`config.mk`:
```
export PLATFORM = sky130hd
export DESIGN_NAME = irq_stat_top
export DESIGN_NICKNAME = d
export VERILOG_FILES = /design/src/rtl/irq_stat_pkg.sv /design/src/rtl/irq_stat_ctrl.sv /design/src/rtl/irq_stat_dp.sv /design/src/rtl/irq_stat_top.sv
export SDC_FILE = /design/constraint.sdc
export NUM_CORES = 1
export LEC_CHECK = 0
export BUFFER_PORTS_ARGS = -buffer_cell sky130_fd_sc_hd__buf_2
export CAP_MARGIN = 20
export CORE_AREA = 2 2 46 48
export DETAILED_ROUTE_END_ITERATION = 7
export DIE_AREA = 0 0 48 50
export PLACE_DENSITY = 0.82
export SLEW_MARGIN = 10
export SYNTH_ARGS = -nofsm -noshare
export SYNTH_HDL_FRONTEND = slang
export SYNTH_HIERARCHICAL = 1
export SYNTH_SLANG_ARGS = --single-unit
```
`constraint.sdc`:
```
create_clock -name clk -period 2.1 [get_ports clk]
set_input_delay 0.105 -clock clk [delete_from_list [all_inputs] [get_ports clk]]
set_output_delay 0.105 -clock clk [all_outputs]
set_load 0.01 [all_outputs]
```
`src/rtl/irq_stat_pkg.sv`:
```
package irq_stat_pkg;

  // Field order matches read-word bits 5..0
  typedef struct packed {
    logic hecErr;
    logic shortCell;
    logic parityErr;
    logic sigChange;
    logic symErr;
    logic fifoOvf;
  } evtStrobe_t;

  localparam int EVT_W    = $bits(evtStrobe_t);
  localparam int BIT_GOOD = 6;
  localparam int BIT_RSVD = 7;

endpackage

```
`src/rtl/irq_stat_ctrl.sv`:
```
module irq_stat_ctrl
  import irq_stat_pkg::*;
#(
  parameter int CELL_BYTES = 53,
  parameter int DATA_W     = 8
) (
  input  logic              clk,
  input  logic              rstN,
  input  logic              rxCellStart,
  input  logic              rxByteValid,
  input  logic              hecErrStb,
  input  logic              symErrStb,
  input  logic              fifoOvfStb,
  input  logic              sigGood,
  input  logic              txDataValid,
  input  logic [DATA_W-1:0] txData,
  input  logic              txParity,
  input  logic              parityChkEn,
  output evtStrobe_t        strobes,
  output logic              goodNow
);

  localparam int CNT_W = $clog2(CELL_BYTES + 1);
  localparam logic [CNT_W-1:0] CNT_MAX = CNT_W'(CELL_BYTES);

  logic [CNT_W-1:0] gapCnt;
  logic             seenStart;
  logic             sigPrev;
  logic             parityOnes;

  // Byte gap counter: restarts on a marker, saturates at CELL_BYTES
  always_ff @(posedge clk) begin
    if (!rstN) begin
      gapCnt    <= '0;
      seenStart <= 1'b0;
      sigPrev   <= 1'b0;
    end else begin
      sigPrev <= sigGood;
      if (rxCellStart) begin
        gapCnt    <= '0;
        seenStart <= 1'b1;
      end else if (rxByteValid && (gapCnt != CNT_MAX)) begin
        gapCnt <= gapCnt + 1'b1;
      end
    end
  end

  assign parityOnes = ^{txParity, txData};

  always_comb begin
    strobes.hecErr    = hecErrStb;
    strobes.symErr    = symErrStb;
    strobes.fifoOvf   = fifoOvfStb;
    strobes.shortCell = rxCellStart && seenStart && (gapCnt < CNT_MAX);
    strobes.parityErr = txDataValid && parityChkEn && !parityOnes;
    strobes.sigChange = sigGood ^ sigPrev;
  end

  assign goodNow = sigPrev;

endmodule

```
`src/rtl/irq_stat_dp.sv`:
```
module irq_stat_dp
  import irq_stat_pkg::*;
#(
  parameter int                ADDR_W   = 8,
  parameter logic [ADDR_W-1:0] REG_ADDR = 'h01
) (
  input  logic              clk,
  input  logic              rstN,
  input  evtStrobe_t        strobes,
  input  logic              goodNow,
  input  logic              rdEn,
  input  logic [ADDR_W-1:0] rdAddr,
  output logic [7:0]        rdData,
  output logic              irqOut,
  output logic [EVT_W-1:0]  stickyBits
);

  logic [EVT_W-1:0] strobeVec;
  logic             readHit;

  assign strobeVec = strobes;
  assign readHit   = rdEn && (rdAddr == REG_ADDR);

  // New events win over the clear of a same-cycle read
  always_ff @(posedge clk) begin
    if (!rstN) begin
      stickyBits <= '0;
    end else begin
      stickyBits <= (readHit ? '0 : stickyBits) | strobeVec;
    end
  end

  always_comb begin
    rdData = 8'h00;
    if (readHit) begin
      rdData[EVT_W-1:0] = stickyBits;
      rdData[BIT_GOOD]  = goodNow;
      rdData[BIT_RSVD]  = 1'b0;
    end
  end

  assign irqOut = |stickyBits;

endmodule

```
`src/rtl/irq_stat_top.sv`:
```
module irq_stat_top
  import irq_stat_pkg::*;
#(
  parameter int                CELL_BYTES = 53,
  parameter int                DATA_W     = 8,
  parameter int                ADDR_W     = 8,
  parameter logic [ADDR_W-1:0] REG_ADDR   = 'h01
) (
  input  logic              clk,
  input  logic              rstN,
  input  logic              rxCellStart,
  input  logic              rxByteValid,
  input  logic              hecErrStb,
  input  logic              symErrStb,
  input  logic              fifoOvfStb,
  input  logic              sigGood,
  input  logic              txDataValid,
  input  logic [DATA_W-1:0] txData,
  input  logic              txParity,
  input  logic              parityChkEn,
  input  logic              rdEn,
  input  logic [ADDR_W-1:0] rdAddr,
  output logic [7:0]        rdData,
  output logic              irqOut
);

  evtStrobe_t       strobes;
  logic             goodNow;
  logic [EVT_W-1:0] stickyBits;

  irq_stat_ctrl #(
    .CELL_BYTES(CELL_BYTES),
    .DATA_W    (DATA_W)
  ) u_ctrl (
    .clk        (clk),
    .rstN       (rstN),
    .rxCellStart(rxCellStart),
    .rxByteValid(rxByteValid),
    .hecErrStb  (hecErrStb),
    .symErrStb  (symErrStb),
    .fifoOvfStb (fifoOvfStb),
    .sigGood    (sigGood),
    .txDataValid(txDataValid),
    .txData     (txData),
    .txParity   (txParity),
    .parityChkEn(parityChkEn),
    .strobes    (strobes),
    .goodNow    (goodNow)
  );

  irq_stat_dp #(
    .ADDR_W  (ADDR_W),
    .REG_ADDR(REG_ADDR)
  ) u_dp (
    .clk       (clk),
    .rstN      (rstN),
    .strobes   (strobes),
    .goodNow   (goodNow),
    .rdEn      (rdEn),
    .rdAddr    (rdAddr),
    .rdData    (rdData),
    .irqOut    (irqOut),
    .stickyBits(stickyBits)
  );

endmodule

```
### Word-level counts from Yosys, hierarchy flattened

Cells that the tools add are included.

| word-level totals | value |
|---|---|
| flip-flop bits (word level) | 14 |
| logic and storage cells | 23 |
| input port bits | 28 |
| output and inout port bits | 9 |

| cells by class | value |
|---|---|
| multiplexer cells | 2 |
| add/sub/neg operators | 1 |
| magnitude comparators | 1 |
| bitwise logic cells | 3 |
| reduce and logical (&&, ||, !) cells | 10 |
| equality and inequality tests | 2 |

Operators with widths:

| operator | count |
|---|---|
| $reduce_xor 9->1 | 1 |
| $eq 8x1->1 const B | 1 |
| $mux 7 | 1 |
| $add 6x1->6 const B | 1 |
| $logic_and 1x1->1 | 6 |
| $lt 6x6->1 const B | 1 |
| $mux 6 | 1 |
| $ne 6x6->1 const B | 1 |
| $or 6x6->6 | 1 |
| $reduce_or 6->1 | 1 |
| $reduce_or 2->1 | 1 |
| $logic_not 1->1 | 1 |
| $not 1->1 | 1 |
| $xor 1x1->1 | 1 |

### Depth between registers and ports, before layout

Gate-level depths: netlist of run 1.

| logic depth | value |
|---|---|
| depth in word-level cells | 4 |
| gate-level depth with buffers | 7 |
| mapped depth without buffers | 7 |

### Cells and area by module

The synthesis of run 1 kept the hierarchy.

Modules (own cells, without submodules):

| module | cells each | instances | area an instance (um^2) | seq. area each (um^2) |
|---|---|---|---|---|
| irq_stat_ctrl | 53 | 1 | 501.7 | 160.2 |
| irq_stat_dp | 42 | 1 | 371.6 | 120.1 |

### Least setup slack after synthesis of run 1

No wires, ideal clock.

| timing | value |
|---|---|
| path type | register to register |
| start | register u_ctrl.gapCnt[0] |
| end | register u_dp.stickyBits[4] |
| library setup time | 0.141 ns |
| setup slack | 0.815 ns |
| data required time | 1.959 ns |
| arrival time | 1.144 ns |
| buffers on the path | 0 |
| stages on the path, launching flop included | 8 |
| clock period less this slack | 1.285 ns |
| cell sequence | dfxtp_1 inv_1 ha_1 nor2b_1 o211ai_1 and3_1 o21ai_0 a41oi_1 |

RTL lines:

| element | RTL line | RTL |
|---|---|---|
| from (decl) | irq_stat_ctrl.sv:26 | `logic [CNT_W-1:0] gapCnt;` |
| from (signal assigned) | irq_stat_ctrl.sv:43 | `gapCnt <= gapCnt + 1'b1;` |
| to (signal assigned) | irq_stat_dp.sv:29 | `stickyBits <= (readHit ? '0 : stickyBits) \| strobeVec;` |
| to (decl) | irq_stat_dp.sv:15 | `output logic [EVT_W-1:0] stickyBits` |

==> results of run 1 <==
logic make-up after synthesis:
logic type      count (synthesis)  share of synthesized area
fa+ha+maj                       3                     0.0430
other cells                     1                    0.00429
xor+xnor                       12                      0.136
simple gates                   30                      0.231
flops                          14                      0.321
mux                             1                     0.0115
compound gates                 18                      0.158
buf+inv                        16                     0.0960
stage by stage:
step	instances	total power, mW	hold slack, ns
6_report	154	0.592	0.0494
5_1_grt	154	0.627	0.0420
4_1_cts	154	0.599	0.0393
3_5_place_dp	150	0.406	0.334
3_3_place_gp	150	0.399	0.325
2_1_floorplan	95	0.367	0.215
cell type report:
cell class                      instances  share of cell area
Multi-Input combinational cell         65               0.477
Sequential cell                        14               0.262
Timing Repair Buffer                   35               0.164
Clock buffer                            4              0.0340
Inverter                                9              0.0316
Tap cell                               27              0.0316
path summary, 6_finish.rpt:
check	depth (start not counted)	slack, ns	from	endpoint
max	7	0.64	u_ctrl/gapCnt[0]	u_dp/stickyBits[4]
min	2	0.05	rxCellStart	u_ctrl/seenStart
max reg2reg	7	0.64	u_ctrl/gapCnt[0]	u_dp/stickyBits[4]
min reg2reg	1	0.47	u_ctrl/seenStart	u_ctrl/seenStart
per-layer routing:
metal	part of all wire	global-route usage	up-vias	wire length, microns
met5	0	0	-	0
met4	0.0086	0.0856	0	16
li1	-	-	396	-
met3	0.051	0.0403	2	96
met2	0.53	0.300	26	990
met1	0.41	0.186	361	763
registers in the layout (all words and copies together), names as in the netlist:
register and cells:
u_ctrl/gapCnt 6, u_dp/stickyBits 6, u_ctrl/goodNow 1, u_ctrl/seenStart 1
placed cells by master, fill, tap and decap left out, drive strengths merged, types with 2 or more instances in the layout:
master / n
buf: 35
dfxtp: 14
inv: 9
nor2: 7
o21ai: 7
and4: 7
xnor2: 6
a41oi: 6
xor2: 5
nand2: 4
clkbuf: 4
and3: 3
ha: 3
nor4: 2
power by group through the flow:
stage	logic, mW	clock network [mW]	registers, mW
after floorplan	0.0755	0	0.291
after global placement	0.105	0	0.294
after detailed placement	0.112	0	0.294
after CTS	0.112	0.199	0.288
after global routing	0.126	0.211	0.290
final	0.111	0.192	0.288
worst reg2reg max path, stage by stage, from the launching register on:
cell,delay [ns]
dfxtp_1,0.38
inv_1,0.09
ha_1,0.20
nor2b_1,0.13
o211ai_1,0.10
and3_1,0.20
o21ai_0,0.15
a41oi_1,0.06
synthesized netlist by cell type, types with 2 or more instances:
cell | n | area share
a41oi_1 | 6 | 0.060
and3_1 | 3 | 0.021
and4_1 | 7 | 0.070
buf_4 | 4 | 0.034
dfxtp_1 | 14 | 0.32
ha_1 | 3 | 0.043
inv_1 | 9 | 0.039
nand2_1 | 4 | 0.017
nor2_1 | 7 | 0.030
nor4_1 | 2 | 0.014
o21ai_0 | 7 | 0.040
xnor2_1 | 6 | 0.060
xor2_1 | 5 | 0.050
==> impl_metrics.sql, run 1 <==
INSERT INTO impl_metrics (metric_group, metric, value, unit) VALUES
('timing', 'final.setup.tns', '0', 'ns'),
('route', 'drt_first_iter_violations', '13', ''),
('status', 'status', 'finished clean', ''),
('critical_path', 'crit_path_cell_trace', 'inv_1 > ha_1 > nor2b_1 > o211ai_1 > and3_1 > o21ai_0 > a41oi_1', ''),
('pwr', 'p_leak', '0.485', 'nW'),
('die', 'die-height', '50', 'microns'),
('timing', 'report.final.hold_viol_count', '0', ''),
('cts', 'tritoncts', 'built', ''),
('grt', 'first_global_vias', '723', ''),
('pwr', 'vdd_ir_drop_max', '0.277', 'mV'),
('route', 'postRouteAntennaNets', '0', ''),
('yosys', 'number_of_instances_in_the_synthesized_netlist', '95', ''),
('yosys', 'synth.lib_cells_used.distinct', '31', ''),
('cts', 'tritoncts.num_buffers', '3', ''),
('route', 'average_routed_wire_per_standard_cell', '12.1', 'microns'),
('timing', 'fmax', '683', 'MHz'),
('route', 'drt-pass1-iter-count', '4', ''),
('cts', 'cts_hold_repair.buffers', '0', ''),
('die', 'floorplan.initialDensity', '0.459', ''),
('critical_path', 'cp.buffers_inverters', '1', ''),
('yosys', 'async_reset_ff_frac', '0', ''),
('run', 'cap_viol_max_count', '0', ''),
('yosys', 'synth_area', '873', 'sq um'),
('pwr', 'p_int', '0.445', 'mW'),
('critical_path', 'critical-path-top-delay-family', 'flip-flops', ''),
('route', 'post-route-drc-count', '0', ''),
('layout', 'postLayoutCoreUtil', '0.562', ''),
('timing', 'relSlewSlack', '0.533', ''),
('placed_design', 'detailedPlacementHpwl', '1440', 'microns'),
('timing', 'final_max_slew_viol_count', '0', ''),
('cts', 'clock_tree.root_cell', 'clkbuf_4', ''),
('cts', 'cts.sinks', '14', ''),
('pwr', 'switching_power', '0.147', 'mW'),
('pwr', 'share_clk_of_total_power', '0.325', ''),
('layout', 'diodes', '0', ''),
('placed_design', 'placed_cell_area', '1030', 'sq um'),
('critical_path', 'worstPathRequired', '2.22', 'ns'),
('route', 'num_vias', '785', ''),
('grt', 'wire_length_of_the_first_global_routing_pass', '2940', 'microns'),
('cts', 'clockBufferDepth', '2', ''),
('yosys', 'postSynthNetCount', '126', ''),
('timing', 'rsz0062_at_grt', 'no', ''),
('critical_path', 'path_max_fanout', '4', ''),
('layout', 'final_layout_size_suffix_gt1_frac', '0.331', ''),
('cts', 'clk_latency', '0.27', 'ns'),
('die', 'count_of_standard_cell_rows', '16', ''),
('timing', 'final_critical_path_setup_slack', '0.637', 'ns'),
('route', 'detail_route.wirelength', '1870', 'microns'),
('layout', 'layout.filler_cells', '192', ''),
('layout', 'multiInputGateArea', '509', 'sq um'),
('placed_design', 'post-place-ws', '0.604', 'ns'),
('grt', 'globalRoute.totalOverflow', '0', ''),
('yosys', 'yosys_most_used_dff', 'dfxtp_1', ''),
('layout', 'layout.area.seq', '280', 'sq um'),
('yosys', 'avgSynthCellArea', '9.19', 'sq um'),
('layout', 'area_growth_syn_to_layout', '22.3', '%'),
('grt', 'grt_start_max_net_pins', '14', ''),
('min_path', 'hold_path_class', 'primary input to register', ''),
('cts', 'post_cts.resized_instances', '0', ''),
('critical_path', 'cp_data_arrival_time', '1.59', 'ns'),
('grt', 'grt_antenna_before_repair', '0', ''),
('pwr', 'power.density_cell_area', '554', 'nW/um^2'),
('cts', 'cts_setup_buffers', '0', ''),
('yosys', 'synth.yosys.seq_area_share', '0.321', ''),
('die', 'dieWidth', '48', 'microns'),
('timing', 'post-route-period-util', '0.697', ''),
('die', 'floorplan.die_area', '2400', 'sq um'),
('layout', 'fin_area', '1070', 'sq um'),
('yosys', 'synth_warnings', '6', ''),
('timing', 'finClkSkew', '0.00128', 'ns'),
('critical_path', 'crit_path_max_incr_delay', '0.38', 'ns');
Note: power is estimated with default switching activity, not from simulation.
==> run 2: changes to the inputs <==
CORE_AREA = 2 2 47 49   (was 2 2 46 48)
DIE_AREA = 0 0 49 51   (was 0 0 48 50)
PLACE_DENSITY = 0.79   (was 0.82)
clock period = 1.5 ns   (was 2.1 ns; I/O delays follow)
==> impl_metrics.sql, run 2 (same netlist as run 1, synthesis figures left out) <==
INSERT INTO impl_metrics (metric_group, metric, value, unit) VALUES
('critical_path', 'critical-path-top-delay-family', 'flip-flops', ''),
('grt', 'globalRoute.totalOverflow', '0', ''),
('layout', 'mostFrequentLayoutCells', 'buf_2 (35), dfxtp_1 (12), inv_1 (9)', ''),
('layout', 'layout_commonest_cell', 'buf_2', ''),
('critical_path', 'crit_start', 'u_ctrl/gapCnt[0]', ''),
('critical_path', 'worstPathRequired', '1.67', 'ns'),
('min_path', 'timing.hold.worst.start', 'rxCellStart', ''),
('cts', 'tritoncts', 'built', ''),
('pwr', 'power.density_cell_area', '769', 'nW/um^2'),
('route', 'num_vias', '777', ''),
('layout', 'finish.cell_count_without_fillers', '158', ''),
('route', 'average_routed_wire_per_standard_cell', '11.2', 'microns'),
('route', 'postRouteAntennaNets', '0', ''),
('layout', 'diodes', '0', ''),
('critical_path', 'crit_path_max_incr_delay', '0.36', 'ns'),
('placed_design', 'finalWeightedCongestion', '0.792', ''),
('cts', 'cts_hold_repair.buffers', '0', ''),
('cts', 'cts.sinks', '14', ''),
('critical_path', 'endpoint_kind', 'register', ''),
('timing', 'rsz0062_at_grt', 'no', ''),
('layout', 'layout.filler_cells', '204', ''),
('min_path', 'min_to', 'u_ctrl/seenStart', ''),
('critical_path', 'reg2reg_from', 'u_ctrl/gapCnt[0]', ''),
('die', 'core_area', '2060', 'sq um'),
('die', 'floorplan.die_area', '2500', 'sq um'),
('die', 'count_of_standard_cell_rows', '17', ''),
('layout', 'area_growth_syn_to_layout', '25.4', '%'),
('critical_path', 'reg2regPathDepth', '7', ''),
('route', 'post-route-drc-count', '0', ''),
('cts', 'clk_latency', '0.28', 'ns'),
('timing', 'min_period', '1.36', 'ns'),
('timing', 'report.final.hold_viol_count', '0', ''),
('route', 'drt_first_iter_violations', '14', ''),
('pwr', 'vdd_ir_drop_max', '0.518', 'mV'),
('route', 'drt-pass1-iter-count', '4', ''),
('cts', 'clock_tree.root_cell', 'clkbuf_4', ''),
('timing', 'final_max_slew_viol_count', '0', ''),
('critical_path', 'worst_r2r_endpoint', 'u_dp/stickyBits[4]', ''),
('route', 'detail_route.wirelength', '1770', 'microns'),
('placed_design', 'post-place-cells', '154', ''),
('die', 'number_of_primary_i_o_pins', '37', ''),
('placed_design', 'post-place-ws', '0.0842', 'ns'),
('min_path', 'hold_path_class', 'primary input to register', ''),
('cts', 'tritoncts.num_buffers', '3', ''),
('cts', 'clockBufferDepth', '2', ''),
('cts', 'clk_pin_slew', '0.09', 'ns'),
('grt', 'grt_start_max_net_pins', '14', ''),
('die', 'die-height', '51', 'microns'),
('grt', 'wire_length_of_the_first_global_routing_pass', '2990', 'microns'),
('grt', 'groute.usage.overall', '0.148', ''),
('critical_path', 'cpMaxStageDelayCell', 'dfxtp_2', ''),
('layout', 'biggestRegsByFlops', 'u_ctrl/gapCnt (6), u_dp/stickyBits (6)', ''),
('route', 'number_of_vias_per_cell_after_detailed_routing', '4.92', ''),
('cts', 'cts_setup_buffers', '0', ''),
('critical_path', 'setup.worst_path.class', 'register to register', ''),
('die', 'floorplan.initialDensity', '0.423', ''),
('min_path', 'hold_depth', '2', ''),
('critical_path', 'crit_path_cell_trace', 'inv_1 > ha_1 > nor2b_1 > o211ai_1 > and3_1 > o21ai_0 > a41oi_1', ''),
('critical_path', 'cp_data_arrival_time', '1.53', 'ns'),
('timing', 'finClkSkew', '0.00250', 'ns'),
('pwr', 'p_leak', '0.501', 'nW'),
('die', 'dieWidth', '49', 'microns'),
('timing', 'final_critical_path_setup_slack', '0.137', 'ns'),
('layout', 'layout.nets', '162', ''),
('grt', 'first_global_vias', '730', ''),
('timing', 'post-route-period-util', '0.909', ''),
('critical_path', 'worstSetupStartpointType', 'register', ''),
('placed_design', 'detailedPlacementHpwl', '1340', 'microns'),
('cts', 'htree_levels', '1', ''),
('status', 'status', 'finished clean', ''),
('placed_design', 'io_buffer_count', '35', ''),
('critical_path', 'setup.reg_to_reg.worst_slack', '0.14', 'ns'),
('critical_path', 'cp.buffers_inverters', '1', ''),
('critical_path', 'path_max_fanout', '4', ''),
('run', 'cap_viol_max_count', '0', ''),
('critical_path', 'cp_num_cells', '7', ''),
('grt', 'grt_antenna_before_repair', '0', ''),
('timing', 'fmax', '734', 'MHz'),
('layout', 'final_layout_size_suffix_gt1_frac', '0.362', ''),
('timing', 'finalSetupViolations', '0', ''),
('timing', 'final.setup.tns', '0', 'ns');
[run 2: cell types whose count changed in the layout (fill, tap and decap cells not counted), sizes merged]
cell / previous run / this run
buf: 35 / 38
[run 2: area by class of cell]
cell class | count | area, sq um | area share
tap | 28 | 35.0 | 0.0320
multi-input combinational | 65 | 509 | 0.465
timing repair buffer | 38 | 198 | 0.181
clock buffer | 4 | 36.3 | 0.0331
inverter | 9 | 33.8 | 0.0309
sequential | 14 | 283 | 0.258
[run 2: metrics by stage]
stage,hold slack [ns],utilization,power [mW],instance area [sq um]
4_1_cts,0.000237,0.529,0.849,1090
2_1_floorplan,0.185,-,0.514,873
5_1_grt,0.0146,0.531,0.884,1090
3_5_place_dp,0.301,0.512,0.571,1060
3_3_place_gp,0.295,0.512,0.563,1060
6_report,0.00523,0.531,0.842,1090
[run 2: worst max path at each step]
stage                               to
floorplan           u_dp/stickyBits[4]
global placement    u_dp/stickyBits[4]
detailed placement  u_dp/stickyBits[4]
CTS                 u_dp/stickyBits[4]
global route        u_dp/stickyBits[4]
finish              u_dp/stickyBits[4]
[run 2: worst reg2reg max path, stage by stage (launching register included)]
cell      delay [ns]
dfxtp_2         0.36
inv_1           0.08
ha_1            0.21
nor2b_1         0.11
o211ai_1        0.08
and3_1          0.20
o21ai_0         0.15
a41oi_1         0.06
[run 2: layer usage]
layer,global-route usage,wire length (microns),share of wire,vias up
met5,0,0,0,-
met4,0.0143,0,0,0
met3,0.0468,115,0.065,0
met2,0.272,885,0.50,27
met1,0.175,766,0.43,348
li1,-,-,-,402
[run 2: repair_timing]
action / CTS / global route
endpoints found under the hold margin: 0 / 0
endpoints found under the setup margin: 0 / 1
gates resized for setup: 0 / 2
[run 2: power breakdown]
group	switching [mW]	total (mW)	internal, mW
Sequential	0.0126	0.404	0.391
Clock	0.131	0.279	0.148
Combinational	0.0708	0.159	0.0883
